--- config.mk ---
export PLATFORM = sky130hd
export DESIGN_NAME = icy_sequencer
export DESIGN_NICKNAME = d
export VERILOG_FILES = /design/src/rtl/icy_pkg.sv /design/src/rtl/icy_next_state.sv /design/src/rtl/icy_strobe_dec.sv /design/src/rtl/icy_sequencer.sv
export SDC_FILE = /design/constraint.sdc
export NUM_CORES = 1
export LEC_CHECK = 0
export BUFFER_PORTS_ARGS = -buffer_cell sky130_fd_sc_hd__buf_2
export CAP_MARGIN = 30
export CORE_MARGIN = 2
export CORE_UTILIZATION = 35
export CTS_BUF_LIST = sky130_fd_sc_hd__clkbuf_4 sky130_fd_sc_hd__clkbuf_8
export CTS_CLUSTER_SIZE = 40
export DETAILED_ROUTE_END_ITERATION = 8
export PLACE_DENSITY = 0.72
export SYNTH_ARGS = -nofsm -noshare
export SYNTH_HDL_FRONTEND = slang
export SYNTH_SLANG_ARGS = --single-unit
--- constraint.sdc ---
create_clock -name clk -period 1.43 [get_ports clk]
set_input_delay 0.286 -clock clk [delete_from_list [all_inputs] [get_ports clk]]
set_output_delay 0.286 -clock clk [all_outputs]
set_load 0.01 [all_outputs]
--- src/rtl/icy_pkg.sv ---
// Shared types for the instruction cycle sequencer.
// Assumes: the state encoding below is also the bit order of the one-hot output.
package icy_pkg;
    typedef enum logic [3:0] {
        ST_IAC  = 4'd0,
        ST_IF   = 4'd1,
        ST_IOD  = 4'd2,
        ST_OACR = 4'd3,
        ST_OF   = 4'd4,
        ST_DO   = 4'd5,
        ST_OACW = 4'd6,
        ST_OS   = 4'd7,
        ST_ICHK = 4'd8,
        ST_ISAV = 4'd9,
        ST_IVEC = 4'd10
    } icy_state_e;

    localparam int unsigned ICY_NUM_ST = 11;

    typedef struct packed {
        logic rd;
        logic wr;
        logic jmp;
        logic rti;
    } icy_class_t;
endpackage

--- src/rtl/icy_next_state.sv ---
// Next-state logic of the instruction cycle.
// Assumes: live_cls is valid only in decode; lat_cls holds the flags latched there.
module icy_next_state
    import icy_pkg::*;
(
    input  icy_state_e cur_i,
    input  icy_class_t live_cls_i,
    input  icy_class_t lat_cls_i,
    input  logic       rdy_i,
    input  logic       irq_i,
    output icy_state_e nxt_o
);
    // Pick the successor state from the current state and the sampled inputs.
    always_comb begin
        nxt_o = cur_i;
        unique case (cur_i)
            ST_IAC:  nxt_o = ST_IF;
            ST_IF:   nxt_o = rdy_i ? ST_IOD : ST_IF;
            ST_IOD:  nxt_o = live_cls_i.rd ? ST_OACR : ST_DO;
            ST_OACR: nxt_o = ST_OF;
            ST_OF:   nxt_o = rdy_i ? ST_DO : ST_OF;
            ST_DO:   nxt_o = lat_cls_i.wr ? ST_OACW : ST_ICHK;
            ST_OACW: nxt_o = ST_OS;
            ST_OS:   nxt_o = rdy_i ? ST_ICHK : ST_OS;
            ST_ICHK: nxt_o = irq_i ? ST_ISAV : ST_IAC;
            ST_ISAV: nxt_o = ST_IVEC;
            ST_IVEC: nxt_o = ST_IAC;
            default: nxt_o = ST_IAC;
        endcase
    end
endmodule

--- src/rtl/icy_strobe_dec.sv ---
// Decodes the current state into one-hot indicators and datapath strobes.
// Assumes: lat_cls is stable from decode to the end of the instruction.
module icy_strobe_dec
    import icy_pkg::*;
#(
    parameter int unsigned NUM_ST = ICY_NUM_ST
) (
    input  icy_state_e        cur_i,
    input  icy_class_t        lat_cls_i,
    input  logic              rdy_i,
    output logic [NUM_ST-1:0] state_oh_o,
    output logic              mem_rd_o,
    output logic              mem_wr_o,
    output logic              pc_inc_o,
    output logic              pc_jump_o,
    output logic              pc_vec_o,
    output logic              ctx_save_o,
    output logic              ctx_restore_o
);
    // One indicator bit per state, in encoding order.
    for (genvar g = 0; g < NUM_ST; g++) begin : g_oh
        assign state_oh_o[g] = (32'(cur_i) == g);
    end

    // Strobes that follow directly from the state and the memory handshake.
    always_comb begin
        mem_rd_o      = (cur_i == ST_IF) || (cur_i == ST_OF);
        mem_wr_o      = (cur_i == ST_OS);
        pc_inc_o      = (cur_i == ST_IF) && rdy_i;
        pc_jump_o     = (cur_i == ST_DO) && lat_cls_i.jmp;
        ctx_restore_o = (cur_i == ST_DO) && lat_cls_i.rti;
        ctx_save_o    = (cur_i == ST_ISAV);
        pc_vec_o      = (cur_i == ST_IVEC);
    end
endmodule

--- src/rtl/icy_sequencer.sv ---
// Instruction cycle sequencer: state register, class latch, and the
// next-state and strobe decoders.
// Assumes: rst_n is synchronous and active low; class flags are valid in decode.
module icy_sequencer
    import icy_pkg::*;
#(
    parameter int unsigned NUM_ST = ICY_NUM_ST
) (
    input  logic              clk,
    input  logic              rst_n,
    input  logic              cls_rd_i,
    input  logic              cls_wr_i,
    input  logic              cls_jmp_i,
    input  logic              cls_rti_i,
    input  logic              mem_rdy_i,
    input  logic              irq_i,
    output logic [NUM_ST-1:0] state_oh_o,
    output logic              mem_rd_o,
    output logic              mem_wr_o,
    output logic              pc_inc_o,
    output logic              pc_jump_o,
    output logic              pc_vec_o,
    output logic              ctx_save_o,
    output logic              ctx_restore_o
);
    icy_state_e cur_q, nxt;
    icy_class_t live_cls, lat_q;

    assign live_cls = '{rd: cls_rd_i, wr: cls_wr_i, jmp: cls_jmp_i, rti: cls_rti_i};

    // State register with synchronous reset to address calculation.
    always_ff @(posedge clk) begin
        if (!rst_n) cur_q <= ST_IAC;
        else        cur_q <= nxt;
    end

    // Capture the instruction class once, in decode.
    always_ff @(posedge clk) begin
        if (!rst_n)              lat_q <= '0;
        else if (cur_q == ST_IOD) lat_q <= live_cls;
    end

    icy_next_state u_next (
        .cur_i      (cur_q),
        .live_cls_i (live_cls),
        .lat_cls_i  (lat_q),
        .rdy_i      (mem_rdy_i),
        .irq_i      (irq_i),
        .nxt_o      (nxt)
    );

    icy_strobe_dec #(.NUM_ST(NUM_ST)) u_dec (
        .cur_i         (cur_q),
        .lat_cls_i     (lat_q),
        .rdy_i         (mem_rdy_i),
        .state_oh_o    (state_oh_o),
        .mem_rd_o      (mem_rd_o),
        .mem_wr_o      (mem_wr_o),
        .pc_inc_o      (pc_inc_o),
        .pc_jump_o     (pc_jump_o),
        .pc_vec_o      (pc_vec_o),
        .ctx_save_o    (ctx_save_o),
        .ctx_restore_o (ctx_restore_o)
    );
endmodule

==> out/results.ini <==
[floorplanning]
num_io_pins = 26
start_util_pct = 38.7
die_w_um = 42.4
die-area_mm2 = 0.00180
core_area_mm2 = 0.00133
die_h_um = 42.4
std_cell_rows = 13

[global_route]
grt_pass1_wl_um = 2820
antenna_found_initial = 0
grt_pass1_vias = 597
grt_max_degree = 9
overflow = 0
grtUsageTotal_pct = 20.8

[synthesis]
synthesis.area_um2 = 517
synth-edff-count = 0
syn_nets = 78
ys_types = 25
ys_ff_latch = 7
syn_inst = 70
synth.avg_cell_area_um2 = 7.38
synthArstFlopShare_pct = 0
synth_flop_cell = dfxtp_1
yosysSeqAreaShare_pct = 27.1
yosys_warnings = 0

[placement]
gp_congestion = 0.798
dp_hpwl_um = 1050
dpl_worst_slack_ps = 54.0
port_buffers = 25

[cts]
cts_sinks = 7
clk_latency_ps = 260
clock_path_buffers = 2
clkTransAtPathRegs_ps = 60
cts-htree-levels = 1
cts_tree = built
root_buffer = clkbuf_4
holdBufCountCts = 0
cts_buffers = 3

[setup_path]
start_kind = register
cp.required_ps = 1140
crit_arrival_ps = 1230
critPathMaxFanout = 6
end_kind = primary output
timing_worst_setup_path_type = reg -> out
r2r_cells = 6

[detailed_routing]
ant_nets = 0
vias = 666
drt-total-wl_um = 1870
via_per_inst = 5.46
first_pass_iters = 4
post_drt_wl_per_cell_um = 15.4
drc_errors = 0
drtIter0Drc = 10

[timing]
setup_viol = 11
setup_ws_ps = -84.6
finalHoldViolCount = 0
worst_clock_skew_ps = 2.28
holdWs_ps = 294
setup_tns_ps = -516
slew_headroom_pct = 86.8
max_slew.worst_pin.slew_ps = 197
rsz0062_at_grt = true
slew_violations = 0
min_period_ps = 1510
period_share_pct = 106
fmax_mhz = 660

[cells_and_area]
nets = 116
diodes = 0
multi_input_area_um2 = 447
fill_cells = 91
drive_gt1_share_pct = 63.6
final_cell_mix = 21 x buf_2, 10 x buf_6, 9 x buf_4
syn_to_final_growth_pct = 80.6
layout_commonest_cell = buf_2
seq_area_um2 = 153

[job]
drv_cap = 0

[hold_path]
hp-class = in -> reg
worstHoldPathCells = 2

[outcome]
failed_checks = setup timing
status = complete, but fails checks

[power]
peakVddDrop_mv = 0.429
powerDensity_mw_per_mm2 = 731
p_leak_nw = 0.429

## registers in the layout (all words and copies together) (netlist names)
register / count
cur_q: 4
lat_q: 3
## cells in the mapped netlist, types with 2 or more instances
| cell | instances | area, um^2 |
|---|---|---|
| nor3_1 | 4 | 20.0 |
| nor2b_1 | 6 | 37.5 |
| a21oi_1 | 2 | 10.0 |
| nor2_1 | 7 | 26.3 |
| dfxtp_1 | 7 | 140 |
| nand2_1 | 9 | 33.8 |
| clkbuf_1 | 3 | 11.3 |
| a21o_1 | 2 | 15.0 |
| and3_1 | 3 | 18.8 |
| mux2i_1 | 3 | 30.0 |
| buf_4 | 3 | 22.5 |
| o21ai_0 | 5 | 25.0 |
| nand2b_1 | 4 | 25.0 |
## metrics by stage
| stage | instance area [um^2] | cells | power [mW] | utilization (%) |
|---|---|---|---|---|
| final | 933 | 122 | 0.683 | 70.0 |
| after CTS | 847 | 121 | 0.642 | 63.5 |
| after global routing | 933 | 122 | 0.721 | 70.0 |
| after detailed placement | 682 | 111 | 0.382 | 51.1 |
| after global placement | 682 | 111 | 0.377 | 51.1 |
| after floorplan | 518 | 70 | 0.317 | - |
## cell families after synthesis
| kind of cell | count (synthesis) | share of synthesized area (%) |
|---|---|---|
| compound gates | 12 | 14.8 |
| buf+inv | 7 | 7.50 |
| flops | 7 | 27.1 |
| simple gates | 40 | 42.6 |
| mux | 4 | 7.99 |
## layer usage
metal / part of all wire [%] / vias to the layer above / track usage [%]
met2: 55 / 24 / 34.5
li1: - / 318 / -
met5: 0 / - / 0
met3: 3.5 / 6 / 4.74
met1: 39 / 318 / 23.4
met4: 2.2 / 0 / 13.8
## final cells by class
type / count / share of cell area, %
multi-input cells: 56 / 47.9
repair buffers: 40 / 30.6
flip-flops and latches: 7 / 16.4
clock buffers: 4 / 3.22
well taps: 15 / 2.01
## final timing paths
path                 start    endpoint  slack [ps]
setup reg to reg  cur_q[2]    cur_q[0]          70
hold / removal       rst_n    lat_q[2]         290
setup / recovery  cur_q[3]  ctx_save_o         -80
hold reg to reg   lat_q[2]    lat_q[2]         540
## timing repair
| action | 4_1_cts | 5_1_grt |
|---|---|---|
| setup buffers | 6 | 1 |
| pin swaps | 4 | 6 |
| gates resized for setup | 24 | 17 |
| endpoints found under the setup margin | 18 | 17 |
## power by group
part | leakage [nW] | total [mW] | switching [mW] | internal, mW
combinational | 0.351 | 0.248 | 0.115 | 0.134
clock | 0.0184 | 0.208 | 0.0819 | 0.126
sequential | 0.0595 | 0.226 | 0.0214 | 0.205
## worst max-delay path, cell delays in order, from the launching register on
cell and delay [ps]:
dfxtp_2 350, buf_4 170, nand2b_1 120, nor2_1 170, buf_2 150
No activity file was read; power rests on OpenSTA's default activity.
